**config.mk**
```make
export PLATFORM = sky130hd
export DESIGN_NAME = acc_ctl_regs
export DESIGN_NICKNAME = d
export VERILOG_FILES = /design/src/rtl/acc_ctl_pkg.sv /design/src/rtl/acc_ctl_wr.sv /design/src/rtl/acc_ctl_rd.sv /design/src/rtl/acc_ctl_bank.sv /design/src/rtl/acc_ctl_regs.sv
export SDC_FILE = /design/constraint.sdc
export NUM_CORES = 1
export LEC_CHECK = 0
export BUFFER_PORTS_ARGS = -buffer_cell sky130_fd_sc_hd__buf_4
export CORE_MARGIN = 5
export CORE_UTILIZATION = 30
export CTS_CLUSTER_SIZE = 40
export DETAILED_ROUTE_END_ITERATION = 16
export GPL_TIMING_DRIVEN = 0
export HOLD_SLACK_MARGIN = 0.06
export PLACE_DENSITY = 0.49
export SYNTH_ARGS = -nofsm -noshare
export SYNTH_HDL_FRONTEND = slang
export SYNTH_SLANG_ARGS = --single-unit
```
**constraint.sdc**
```tcl
create_clock -name clk -period 2.5 [get_ports clk]
set_input_delay 0.5 -clock clk [delete_from_list [all_inputs] [get_ports clk]]
set_output_delay 0.5 -clock clk [all_outputs]
set_load 0.1 [all_outputs]
```
**src/rtl/acc_ctl_pkg.sv**
```systemverilog
package acc_ctl_pkg;
    typedef enum logic [1:0] {W_IDLE, W_HAVE_A, W_HAVE_D, W_RESP} wr_state_e;
    typedef enum logic       {R_IDLE, R_RESP} rd_state_e;

    localparam int CTRL_START = 0;
    localparam int CTRL_DONE  = 1;
    localparam int CTRL_IDLE  = 2;
    localparam int CTRL_READY = 3;
    localparam int CTRL_AUTO  = 7;

    localparam logic [1:0] RESP_OKAY = 2'b00;
endpackage

```
**src/rtl/acc_ctl_wr.sv**
```systemverilog
module acc_ctl_wr
    import acc_ctl_pkg::*;
#(
    parameter int ADDR_W = 8,
    parameter int DATA_W = 32,
    parameter int STRB_W = DATA_W / 8
) (
    input  logic              clk,
    input  logic              rst_n,
    input  logic [ADDR_W-1:0] awaddr,
    input  logic              awvalid,
    output logic              awready,
    input  logic [DATA_W-1:0] wdata,
    input  logic [STRB_W-1:0] wstrb,
    input  logic              wvalid,
    output logic              wready,
    output logic [1:0]        bresp,
    output logic              bvalid,
    input  logic              bready,
    output logic              commit,
    output logic [ADDR_W-1:0] c_addr,
    output logic [DATA_W-1:0] c_data,
    output logic [STRB_W-1:0] c_strb
);
    wr_state_e         state_q, state_d;
    logic [ADDR_W-1:0] addr_q;
    logic [DATA_W-1:0] data_q;
    logic [STRB_W-1:0] strb_q;
    logic              aw_fire, w_fire;

    always_ff @(posedge clk) begin
        if (!rst_n) state_q <= W_IDLE;
        else        state_q <= state_d;
    end

    always_comb begin
        state_d = state_q;
        unique case (state_q)
            W_IDLE: begin
                if (aw_fire && w_fire) state_d = W_RESP;
                else if (aw_fire)      state_d = W_HAVE_A;
                else if (w_fire)       state_d = W_HAVE_D;
            end
            W_HAVE_A: if (w_fire)  state_d = W_RESP;
            W_HAVE_D: if (aw_fire) state_d = W_RESP;
            W_RESP:   if (bready)  state_d = W_IDLE;
            default:  state_d = W_IDLE;
        endcase
    end

    always_comb begin
        awready = (state_q == W_IDLE) || (state_q == W_HAVE_D);
        wready  = (state_q == W_IDLE) || (state_q == W_HAVE_A);
        bvalid  = (state_q == W_RESP);
        bresp   = RESP_OKAY;
        aw_fire = awvalid && awready;
        w_fire  = wvalid && wready;
        commit  = ((state_q == W_IDLE) && aw_fire && w_fire) ||
                  ((state_q == W_HAVE_A) && w_fire) ||
                  ((state_q == W_HAVE_D) && aw_fire);
        c_addr  = aw_fire ? awaddr : addr_q;
        c_data  = w_fire ? wdata : data_q;
        c_strb  = w_fire ? wstrb : strb_q;
    end

    always_ff @(posedge clk) begin
        if (!rst_n) begin
            addr_q <= '0;
            data_q <= '0;
            strb_q <= '0;
        end else begin
            if (aw_fire) addr_q <= awaddr;
            if (w_fire) begin
                data_q <= wdata;
                strb_q <= wstrb;
            end
        end
    end

    AST_BVALID_HOLD: assert property (@(posedge clk) disable iff (!rst_n)
        bvalid && !bready |=> bvalid) else $error("bvalid dropped");
    AST_COMMIT_RESP: assert property (@(posedge clk) disable iff (!rst_n)
        commit |=> bvalid) else $error("write without response");
endmodule

```
**src/rtl/acc_ctl_rd.sv**
```systemverilog
module acc_ctl_rd
    import acc_ctl_pkg::*;
#(
    parameter int              ADDR_W   = 8,
    parameter int              DATA_W   = 32,
    parameter logic [ADDR_W-1:0] CTRL_OFS = 'h00,
    parameter logic [ADDR_W-1:0] BASE_OFS = 'h10
) (
    input  logic              clk,
    input  logic              rst_n,
    input  logic [ADDR_W-1:0] araddr,
    input  logic              arvalid,
    output logic              arready,
    output logic [DATA_W-1:0] rdata,
    output logic [1:0]        rresp,
    output logic              rvalid,
    input  logic              rready,
    input  logic [DATA_W-1:0] ctrl_word,
    input  logic [DATA_W-1:0] base_word,
    output logic              done_clr
);
    rd_state_e         state_q, state_d;
    logic [DATA_W-1:0] rdata_q;
    logic              is_ctrl_q;
    logic              ar_fire;

    always_ff @(posedge clk) begin
        if (!rst_n) state_q <= R_IDLE;
        else        state_q <= state_d;
    end

    always_comb begin
        state_d = state_q;
        unique case (state_q)
            R_IDLE:  if (ar_fire) state_d = R_RESP;
            R_RESP:  if (rready)  state_d = R_IDLE;
            default: state_d = R_IDLE;
        endcase
    end

    always_comb begin
        arready  = (state_q == R_IDLE);
        rvalid   = (state_q == R_RESP);
        rresp    = RESP_OKAY;
        rdata    = rdata_q;
        ar_fire  = arvalid && arready;
        done_clr = rvalid && rready && is_ctrl_q && rdata_q[CTRL_DONE];
    end

    always_ff @(posedge clk) begin
        if (!rst_n) begin
            rdata_q   <= '0;
            is_ctrl_q <= 1'b0;
        end else if (ar_fire) begin
            is_ctrl_q <= (araddr == CTRL_OFS);
            if (araddr == CTRL_OFS)      rdata_q <= ctrl_word;
            else if (araddr == BASE_OFS) rdata_q <= base_word;
            else                         rdata_q <= '0;
        end
    end

    AST_RDATA_HOLD: assert property (@(posedge clk) disable iff (!rst_n)
        rvalid && !rready |=> rvalid && $stable(rdata)) else $error("read data not held");
    AST_RSVD_ZERO: assert property (@(posedge clk) disable iff (!rst_n)
        rvalid && is_ctrl_q |-> (rdata[6:4] == 3'b000) && (rdata[DATA_W-1:8] == '0))
        else $error("reserved control bits set");
endmodule

```
**src/rtl/acc_ctl_bank.sv**
```systemverilog
module acc_ctl_bank
    import acc_ctl_pkg::*;
#(
    parameter int              ADDR_W   = 8,
    parameter int              DATA_W   = 32,
    parameter int              STRB_W   = DATA_W / 8,
    parameter logic [ADDR_W-1:0] CTRL_OFS = 'h00,
    parameter logic [ADDR_W-1:0] BASE_OFS = 'h10
) (
    input  logic              clk,
    input  logic              rst_n,
    input  logic              commit,
    input  logic [ADDR_W-1:0] c_addr,
    input  logic [DATA_W-1:0] c_data,
    input  logic [STRB_W-1:0] c_strb,
    input  logic              done_clr,
    input  logic              core_ready,
    input  logic              core_idle,
    input  logic              core_done,
    output logic              core_start,
    output logic [DATA_W-1:0] ctrl_word,
    output logic [DATA_W-1:0] base_word
);
    logic              start_q, done_q, auto_q;
    logic [DATA_W-1:0] base_q, byte_mask;
    logic              ctrl_wr, base_wr, sw_set, accept, relaunch;

    for (genvar b = 0; b < STRB_W; b++) begin : g_mask
        assign byte_mask[8*b +: 8] = {8{c_strb[b]}};
    end

    always_comb begin
        ctrl_wr  = commit && (c_addr == CTRL_OFS) && c_strb[0];
        base_wr  = commit && (c_addr == BASE_OFS);
        sw_set   = ctrl_wr && c_data[CTRL_START];
        accept   = start_q && core_ready;
        relaunch = auto_q && core_done;
    end

    always_ff @(posedge clk) begin
        if (!rst_n) begin
            start_q <= 1'b0;
            done_q  <= 1'b0;
            auto_q  <= 1'b0;
            base_q  <= '0;
        end else begin
            start_q <= (start_q && !accept) || sw_set || relaunch;
            done_q  <= core_done || (done_q && !done_clr);
            if (ctrl_wr) auto_q <= c_data[CTRL_AUTO];
            if (base_wr) base_q <= (base_q & ~byte_mask) | (c_data & byte_mask);
        end
    end

    always_comb begin
        ctrl_word             = '0;
        ctrl_word[CTRL_START] = start_q;
        ctrl_word[CTRL_DONE]  = done_q;
        ctrl_word[CTRL_IDLE]  = core_idle;
        ctrl_word[CTRL_READY] = core_ready;
        ctrl_word[CTRL_AUTO]  = auto_q;
        base_word             = base_q;
        core_start            = start_q;
    end

    AST_START_HOLD: assert property (@(posedge clk) disable iff (!rst_n)
        core_start && !core_ready |=> core_start) else $error("start lost");
    AST_DONE_SET: assert property (@(posedge clk) disable iff (!rst_n)
        core_done |=> ctrl_word[CTRL_DONE]) else $error("done not latched");
    AST_AUTO_RELAUNCH: assert property (@(posedge clk) disable iff (!rst_n)
        ctrl_word[CTRL_AUTO] && core_done |=> core_start) else $error("no relaunch");
endmodule

```
**src/rtl/acc_ctl_regs.sv**
```systemverilog
module acc_ctl_regs
    import acc_ctl_pkg::*;
#(
    parameter int              ADDR_W   = 8,
    parameter int              DATA_W   = 32,
    parameter logic [ADDR_W-1:0] CTRL_OFS = 'h00,
    parameter logic [ADDR_W-1:0] BASE_OFS = 'h10
) (
    input  logic              clk,
    input  logic              rst_n,
    input  logic [ADDR_W-1:0] s_awaddr,
    input  logic              s_awvalid,
    output logic              s_awready,
    input  logic [DATA_W-1:0] s_wdata,
    input  logic [DATA_W/8-1:0] s_wstrb,
    input  logic              s_wvalid,
    output logic              s_wready,
    output logic [1:0]        s_bresp,
    output logic              s_bvalid,
    input  logic              s_bready,
    input  logic [ADDR_W-1:0] s_araddr,
    input  logic              s_arvalid,
    output logic              s_arready,
    output logic [DATA_W-1:0] s_rdata,
    output logic [1:0]        s_rresp,
    output logic              s_rvalid,
    input  logic              s_rready,
    output logic              core_start,
    input  logic              core_ready,
    input  logic              core_idle,
    input  logic              core_done,
    output logic [DATA_W-1:0] base_addr
);
    localparam int STRB_W = DATA_W / 8;

    logic              commit, done_clr;
    logic [ADDR_W-1:0] c_addr;
    logic [DATA_W-1:0] c_data, ctrl_word, base_word;
    logic [STRB_W-1:0] c_strb;

    acc_ctl_wr #(.ADDR_W(ADDR_W), .DATA_W(DATA_W), .STRB_W(STRB_W)) u_wr (
        .clk(clk), .rst_n(rst_n),
        .awaddr(s_awaddr), .awvalid(s_awvalid), .awready(s_awready),
        .wdata(s_wdata), .wstrb(s_wstrb), .wvalid(s_wvalid), .wready(s_wready),
        .bresp(s_bresp), .bvalid(s_bvalid), .bready(s_bready),
        .commit(commit), .c_addr(c_addr), .c_data(c_data), .c_strb(c_strb)
    );

    acc_ctl_rd #(.ADDR_W(ADDR_W), .DATA_W(DATA_W), .CTRL_OFS(CTRL_OFS), .BASE_OFS(BASE_OFS)) u_rd (
        .clk(clk), .rst_n(rst_n),
        .araddr(s_araddr), .arvalid(s_arvalid), .arready(s_arready),
        .rdata(s_rdata), .rresp(s_rresp), .rvalid(s_rvalid), .rready(s_rready),
        .ctrl_word(ctrl_word), .base_word(base_word), .done_clr(done_clr)
    );

    acc_ctl_bank #(.ADDR_W(ADDR_W), .DATA_W(DATA_W), .STRB_W(STRB_W),
                   .CTRL_OFS(CTRL_OFS), .BASE_OFS(BASE_OFS)) u_bank (
        .clk(clk), .rst_n(rst_n),
        .commit(commit), .c_addr(c_addr), .c_data(c_data), .c_strb(c_strb),
        .done_clr(done_clr), .core_ready(core_ready), .core_idle(core_idle),
        .core_done(core_done), .core_start(core_start),
        .ctrl_word(ctrl_word), .base_word(base_word)
    );

    assign base_addr = base_word;
endmodule

```
==> impl_metrics.py, run 1 <==
metrics = {
    "outcome": {
        "status": "finished, final reports clean",
    },
    "synth": {
        "syn-mean-instance-area_sq_um": 10.4,
        "synth_edf_count": 0,
        "synthesis.instances": 432,
        "synth_top_cell_area_share": 0.511,
        "syn-cell-area_sq_mm": 0.00451,
        "yosys-top-cells-count": "dfxtp_1 (115), nor2_1 (69), mux2i_1 (38)",
        "synthArstFlopShare": 0,
        "yosysWarningCount": 0,
        "synth-seq-area-share": 0.511,
        "synth_top_area_cell": "dfxtp_1",
        "ys_types": 38,
        "synth_area_leaders": "dfxtp_1 (51%), mux2_2 (9.2%), mux2i_1 (8.4%)",
        "yosysMostFrequentCell": "dfxtp_1",
        "synthFlopType": "dfxtp_1",
        "ys_ff_latch": 115,
    },
    "routing": {
        "routed_wl_mm": 12.5,
        "via_per_inst": 4.56,
        "wl_per_cell_um": 15.9,
        "firstDrtPassIters": 4,
        "drcViolationCount": 0,
        "drt_iter0_drc": 163,
        "final_antenna_net_count": 0,
        "routed-via-count": 3598,
    },
    "clock_tree": {
        "clkTransAtPathRegs_ns": 0.05,
        "cts_sinks": 115,
        "numCtsBuffers": 17,
        "cts_hold_buf": 0,
        "cts_max_path_buffers": 2,
        "cts_htree_levels": 4,
        "cts_tree": "done",
        "ctsRootBufferMaster": "clkbuf_16",
        "clk_latency_ns": 0.42,
    },
    "die": {
        "core-area_sq_mm": 0.0146,
        "die_area_sq_mm": 0.0176,
        "die_h_um": 133,
        "row_count": 44,
        "initial_core_util": 0.308,
        "io_pins": 136,
        "dieWidth_um": 133,
    },
    "setup_path": {
        "r2r_cells": 8,
        "crit_type": "flop to flop",
        "crit_arrival_ns": 2.65,
        "rrSetupSlack_ns": 0.15,
        "critPathLaunchType": "flop",
        "cp-end-kind": "flop",
        "cp.required_ns": 2.80,
        "worst-path-max-fanout": 10,
    },
    "flow_run": {
        "max_cap_violations": 0,
    },
    "placed_design": {
        "place_hpwl_mm": 9.27,
        "gp_congestion": 0.719,
        "place_ws_ns": -0.434,
        "io_buffer_count": 130,
    },
    "layout": {
        "areaGrowthSynthToFinish_pct": 43.7,
        "postLayoutCoreUtil": 0.442,
        "drive_above_1_share": 0.375,
        "diodes": 0,
        "nFillCells": 1463,
        "nets": 659,
    },
    "timing": {
        "setup_viol_count_final": 0,
        "fin_ws_ns": 0.149,
        "relSlewSlack": 0.531,
        "fin_setup_tns_ns": 0,
        "fmax_mhz": 425,
        "report.final.hold_viol_count": 0,
        "rsz0062_at_grt": "false",
        "finalCritPeriodShare": 0.940,
        "skew_ns": 0.0118,
        "fin_crit_ns": 2.35,
        "tightestPinTransition_ns": 0.698,
        "final_max_slew_viol_count": 0,
    },
    "global_route": {
        "grt_pass1_wl_mm": 20.5,
        "grt_pass1_vias": 3821,
        "grt_antenna_before_repair": 0,
        "overflow": 0,
        "globalRouteTotalUtil": 0.149,
        "grt_start_max_net_pins": 17,
    },
    "pwr": {
        "peakVddDrop_mv": 0.477,
        "power_density_mw_per_mm2": 912,
        "power_leakage_uw": 0.00292,
    },
    "worst_hold_path": {
        "min_path_cells": 3,
        "hold_path_class": "input pin to flop",
    },
}
-- critical path, stage by stage (launching register included) --
cell	delay, ns
dfxtp_1	0.33
inv_1	0.12
ha_2	0.26
o21a_1	0.14
buf_4	0.16
nand3_2	0.23
a2111oi_4	0.41
buf_4	0.23
mux2_2	0.35
-- metrics by stage --
step                      power [uW]  instance area, sq um  instances  hold WS (ns)
after floorplan                 3030                  4520        435         0.436
after global placement          3300                  5720        749         0.445
after detailed placement        3330                  5720        749         0.449
after CTS                       5940                  6430        786         0.293
after global routing            6200                  6480        789         0.341
final                           5910                  6480        789         0.318
-- cell usage in the layout, fill, tap and decap left out, drive strengths merged, types with 4 or more instances in the layout --
cell type | Yosys | routed
clkinv | 1 | 5
nor2 | 69 | 69
ha | 5 | 5
mux2 | 37 | 37
buf | 10 | 148
a2111oi | 4 | 4
dfxtp | 115 | 115
conb | 1 | 4
a21oi | 11 | 11
nand2 | 20 | 20
mux2i | 39 | 39
inv | 9 | 9
and2 | 30 | 30
clkbuf | 17 | 40
a22oi | 36 | 36
bufinv | 0 | 4
-- kinds of logic (layout without fill, tap and decap cells) --
logic type      count (synthesis)  in the layout  synth area share
mux                            76             76             0.180
other cells                     1              4          0.000832
fa+ha+maj                       5              5            0.0139
compound gates                 62             62             0.117
simple gates                  136            136             0.142
flops                         115            115             0.511
buf+inv                        37            207            0.0361
-- cell type report --
type                            instances  area (sq um)  share of cell area
Inverter                               10          37.5             0.00580
Timing Repair Buffer                  138          1060               0.164
Tap cell                              184           230              0.0355
Clock buffer                           23           478              0.0738
Sequential cell                       115          2300               0.355
Clock inverter                          9           151              0.0234
Buffer                                 27           128              0.0197
Multi-Input combinational cell        283          2090               0.322
-- final timing paths --
| kind | endpoint | startpoint |
|---|---|---|
| setup / recovery | flop | u_wr.state_q[0] |
| setup reg to reg | flop | u_wr.state_q[0] |
| hold reg to reg | u_wr.addr_q[1] | u_wr.addr_q[1] |
| hold / removal | u_bank.done_q | core_done |
-- where the power goes --
part	leakage [uW]	switching (uW)	internal (uW)	total (uW)
Clock	0.000307	827	1740	2570
Sequential	0.000934	57.6	1990	2050
Combinational	0.00168	809	482	1290
Total	0.00292	1690	4210	5910
-- routing by layer --
metal	vias to the layer above	share of wire	GRT usage
li1	1811	-	-
met1	1662	0.44	0.185
met2	114	0.46	0.230
met3	11	0.079	0.0664
met4	0	0.011	0.0502
met5	-	0	0
-- repair_timing --
item	in CTS	in global routing
pin swaps	4	1
endpoints found under the setup margin	51	32
hold endpoints to repair	0	0
buffers inserted	5	3
resized for setup	2	6
Note: power is estimated with default switching activity, not from simulation.
==> run 2, diff against run 1 <==
CORE_MARGIN = default   (was 5)
CORE_UTILIZATION = 23   (was 30)
PLACE_DENSITY = 0.4   (was 0.49)
==> run 2 against run 1 <==
Against the previous run: count of clock-buffer cells in the layout unchanged; first-iteration DRC count shrank 34%; die area grew 15%; sequential share of layout area fell by 0.53 points; register-to-register slack gained 0.08 ns; global-route usage down 1.3 points; clock power fell by 7%.
==> impl_metrics.py, run 2 (same netlist as run 1, synthesis figures left out) <==
metrics = {
    "pwr": {
        "power_frac_comb": 0.233,
        "power_density_mw_per_mm2": 881,
        "p_seq_frac": 0.354,
        "p_sw_uw": 1720,
        "power_uw": 5790,
        "p_clk_frac": 0.414,
        "power_leakage_uw": 0.00291,
        "power.internal_uw": 4070,
        "peakVddDrop_mv": 0.461,
        "switching_share": 0.298,
    },
    "timing": {
        "rsz0062_at_grt": "false",
        "whs_ns": 0.337,
        "skew_ns": 0.00635,
        "tightestPinTransition_ns": 0.795,
        "report.final.hold_viol_count": 0,
        "setup_viol_count_final": 0,
        "final_max_slew_viol_count": 0,
        "finalCritPeriodShare": 0.910,
        "fin_crit_ns": 2.28,
        "fmax_mhz": 439,
        "fin_ws_ns": 0.224,
        "relSlewSlack": 0.466,
    },
    "die": {
        "io_pins": 136,
        "die_h_um": 142,
        "dieWidth_um": 142,
        "row_count": 50,
        "die_area_sq_mm": 0.0202,
        "core-area_sq_mm": 0.0190,
        "initial_core_util": 0.238,
    },
    "global_route": {
        "grt_use_met1": 0.161,
        "grt_pass1_vias": 3706,
        "globalRouteTotalUtil": 0.136,
        "grt_start_max_net_pins": 17,
        "busiest_layer": "met2",
        "overflow": 0,
        "grt_pass1_wl_mm": 20.1,
        "grt_antenna_before_repair": 0,
        "globalRouteMet2Util": 0.223,
        "grt_use_met3": 0.0410,
    },
    "placed_design": {
        "placed_area_sq_mm": 0.00582,
        "gp_congestion": 0.733,
        "io_buffer_count": 130,
        "place_hpwl_mm": 9.54,
        "place_ws_ns": -0.600,
    },
    "clock_tree": {
        "cts_sinks": 115,
        "cts_hold_buf": 0,
        "numCtsBuffers": 17,
        "ctsRootBufferMaster": "clkbuf_16",
        "cts_max_path_buffers": 2,
        "cts_htree_levels": 4,
        "clkTransAtPathRegs_ns": 0.05,
        "cts_tree": "done",
        "clk_latency_ns": 0.41,
    },
    "outcome": {
        "status": "finished, final reports clean",
    },
    "layout": {
        "areaGrowthSynthToFinish_pct": 45.9,
        "final_common_cell": "buf_4",
        "nFillCells": 1931,
        "postLayoutCoreUtil": 0.347,
        "diodes": 0,
        "nets": 662,
        "most-common-layout-cells": "buf_4 (144), dfxtp_1 (115), nor2_1 (69), mux2i_1 (38), mux2_2 (37)",
        "drive_above_1_share": 0.379,
        "finalInstanceArea_sq_mm": 0.00657,
    },
    "routing": {
        "drcViolationCount": 0,
        "routed-via-count": 3656,
        "drt_iter0_drc": 107,
        "firstDrtPassIters": 4,
        "via_per_inst": 4.22,
        "wl_per_cell_um": 15.3,
        "final_antenna_net_count": 0,
        "routed_wl_mm": 13.2,
    },
    "setup_path": {
        "crit_arrival_ns": 2.57,
        "critPathLaunchType": "flop",
        "rrSetupSlack_ns": 0.22,
        "cp.required_ns": 2.80,
        "cp-end-kind": "flop",
        "r2r_cells": 8,
        "crit_type": "flop to flop",
        "worstReg2RegStart": "u_wr.state_q[0]",
        "worst-path-max-fanout": 8,
    },
    "worst_hold_path": {
        "hold_path_class": "input pin to flop",
        "min_to": "u_bank.done_q",
        "min_from": "core_done",
        "min_path_cells": 3,
    },
    "flow_run": {
        "max_cap_violations": 0,
    },
}
## run 2: worst max path at each step
stage / from / endpoint / slack [ns]
after floorplan: u_wr.state_q[0] / flop / 0.19
after global placement: s_araddr[1] / u_rd.rdata[21] / -0.55
after detailed placement: s_araddr[1] / u_rd.rdata[26] / -0.60
after CTS: u_wr.state_q[0] / flop / 0.002
after global routing: u_rd.rvalid / u_rd.rdata[29] / 0.01
final: u_wr.state_q[0] / flop / 0.22
## run 2: worst max-delay path, cell delays in order, from the launching register on
cell	delay, ns
dfxtp_1	0.38
inv_1	0.10
ha_2	0.24
o21ai_4	0.26
buf_12	0.15
mux2i_4	0.12
a2111oi_4	0.40
buf_12	0.18
mux2_2	0.33
## run 2: cell type report
type	count	area, sq um	area share
sequential	115	2300	0.350
multi-input combinational	283	2100	0.319
timing repair buffer	141	1100	0.167
clock buffer	23	488	0.0742
tap	260	325	0.0495
buffer	27	128	0.0194
clock inverter	8	101	0.0154
inverter	10	37.5	0.00571
## run 2: metrics by stage
step	TNS (ns)	std cells
after floorplan	0	435
after detailed placement	-19.12	825
after global placement	-18.52	825
after global routing	0	867
final	0	867
after CTS	0	861
## run 2: routing by layer
layer | vias up | wire length (um)
li1 | 1817 | -
met2 | 110 | 6280
met1 | 1710 | 5900
met4 | 0 | 313
met3 | 19 | 740
met5 | - | 0
## run 2: repair_timing
| action | in CTS | in global routing |
|---|---|---|
| pin swaps | 4 | 2 |
| setup endpoints to repair | 52 | 52 |
| resized for setup | 3 | 5 |
| buffers inserted | 5 | 6 |
## run 2: power groups by stage
stage	Clock, uW	Sequential (uW)	Combinational, uW
final	2400	2050	1350
after global routing	2550	2070	1460
after CTS	2470	2050	1280
after detailed placement	0	2090	1260
after global placement	0	2080	1240
after floorplan	0	2120	910
==> run 3, diff against run 2 <==
RECOVER_POWER = 25   (was default)
==> run 3 against run 2 <==
Against the previous run: core utilization is 0.90 points lower; count of clock-buffer cells in the layout stayed put; highest routed layer unchanged; register-to-register slack hardly changed; via count is 0.33% higher; final area is 2.6% lower; global-route usage stayed put; non-clock buffer count stayed put; critical path type is now input pin to flop; total power hardly changed; flip-flop and latch count stayed put.
==> impl_metrics.py, run 3 (same netlist as run 1, synthesis figures left out) <==
metrics = {
    "pwr": {
        "p_sw_uw": 1730,
        "power.internal_uw": 4070,
        "peakVddDrop_mv": 0.461,
        "power_leakage_uw": 0.00273,
        "power_density_mw_per_mm2": 905,
        "p_clk_frac": 0.414,
        "power_frac_comb": 0.232,
        "p_seq_frac": 0.353,
        "power_uw": 5800,
        "switching_share": 0.298,
    },
    "flow_run": {
        "max_cap_violations": 0,
    },
    "global_route": {
        "busiest_layer": "met2",
        "grt_use_met1": 0.161,
        "grt_pass1_vias": 3706,
        "grt_antenna_before_repair": 0,
        "grt_use_met3": 0.0410,
        "globalRouteMet2Util": 0.223,
        "grt_pass1_wl_mm": 20.1,
        "overflow": 0,
        "globalRouteTotalUtil": 0.136,
        "grt_start_max_net_pins": 17,
    },
    "clock_tree": {
        "cts_htree_levels": 4,
        "cts_max_path_buffers": 2,
        "cts_sinks": 115,
        "clkTransAtPathRegs_ns": 0.05,
        "clk_latency_ns": 0.41,
        "ctsRootBufferMaster": "clkbuf_16",
        "cts_tree": "done",
        "numCtsBuffers": 17,
        "cts_hold_buf": 0,
    },
    "timing": {
        "fin_ws_ns": 0.214,
        "finalCritPeriodShare": 0.914,
        "fmax_mhz": 437,
        "setup_viol_count_final": 0,
        "rsz0062_at_grt": "false",
        "relSlewSlack": 0.173,
        "whs_ns": 0.335,
        "skew_ns": 0.00626,
        "final_max_slew_viol_count": 0,
        "report.final.hold_viol_count": 0,
        "fin_crit_ns": 2.29,
        "tightestPinTransition_ns": 1.25,
    },
    "setup_path": {
        "cp.required_ns": 2.84,
        "crit_arrival_ns": 2.63,
        "crit_type": "input pin to flop",
        "critPathLaunchType": "input pin",
        "worst-path-max-fanout": 10,
        "cp-end-kind": "flop",
        "r2r_cells": 8,
    },
    "routing": {
        "routed-via-count": 3668,
        "wl_per_cell_um": 15.3,
        "via_per_inst": 4.23,
        "firstDrtPassIters": 6,
        "drt_iter0_drc": 110,
        "drcViolationCount": 0,
        "final_antenna_net_count": 0,
        "routed_wl_mm": 13.2,
    },
    "outcome": {
        "status": "finished, final reports clean",
    },
    "layout": {
        "nets": 662,
        "drive_above_1_share": 0.306,
        "most-common-layout-cells": "dfxtp_1 (115), buf_4 (98), nor2_1 (69), clkbuf_1 (62), mux2i_1 (38)",
        "nFillCells": 1967,
        "final_common_cell": "dfxtp_1",
        "areaGrowthSynthToFinish_pct": 42.1,
        "finalInstanceArea_sq_mm": 0.00640,
        "diodes": 0,
    },
    "placed_design": {
        "place_ws_ns": -0.600,
        "place_hpwl_mm": 9.54,
        "io_buffer_count": 130,
        "gp_congestion": 0.733,
        "placed_area_sq_mm": 0.00582,
    },
    "die": {
        "initial_core_util": 0.238,
        "core-area_sq_mm": 0.0190,
        "row_count": 50,
        "die_area_sq_mm": 0.0202,
        "die_h_um": 142,
        "io_pins": 136,
        "dieWidth_um": 142,
    },
    "worst_hold_path": {
        "hold_path_class": "input pin to flop",
        "min_path_cells": 3,
    },
}
[run 3: timing repair]
action | CTS | global route
gates resized for setup | 3 | 5
endpoints found under the setup margin | 52 | 52
buffers inserted | 5 | 6
pin swaps | 4 | 2
[run 3: power groups by stage]
stage,clock [uW],combinational (uW),sequential (uW)
final,2400,1350,2050
after floorplan,0,910,2120
after detailed placement,0,1260,2090
after global placement,0,1240,2080
after global routing,2550,1460,2070
after CTS,2470,1280,2050
[run 3: worst paths after layout]
| path | start | to | slack (ns) |
|---|---|---|---|
| worst max-delay path | s_araddr[1] | u_rd.rdata[11] | 0.21 |
| worst min-delay path | core_done | u_bank.done_q | 0.34 |
| worst max register to register | u_wr.state_q[0] | flop | 0.22 |
| worst min register to register | u_wr.addr_q[2] | u_wr.addr_q[2] | 0.46 |
[run 3: final cells by class]
cell class              count  area, sq um  share of cell area
inverters                  10         37.5             0.00586
repair buffers            141          926               0.145
clock buffers              23          488              0.0762
flip-flops and latches    115         2300               0.360
plain buffers              27          128              0.0199
multi-input cells         283         2100               0.327
clock inverters             8          101              0.0158
well taps                 260          325              0.0508
[run 3: per-stage QoR]
| stage | instances | utilization | setup TNS, ns |
|---|---|---|---|
| after floorplan | 435 | - | 0 |
| after global placement | 825 | 0.307 | -18.52 |
| after detailed placement | 825 | 0.307 | -19.12 |
| after CTS | 861 | 0.342 | 0 |
| after global routing | 867 | 0.338 | 0 |
| final | 867 | 0.338 | 0 |
[run 3: worst max-delay path, stage by stage]
cell	delay [ns]
buf_4	0.10
or4_1	0.59
nor4_4	0.64
clkbuf_1	0.53
a22oi_1	0.14
nor2_1	0.11
[run 3: per-layer routing]
metal / part of all wire / routed length [um] / vias up
met5: 0 / 0 / -
met4: 0.024 / 321 / 0
met3: 0.053 / 702 / 20
met2: 0.47 / 6280 / 103
met1: 0.45 / 5940 / 1725
li1: - / - / 1820
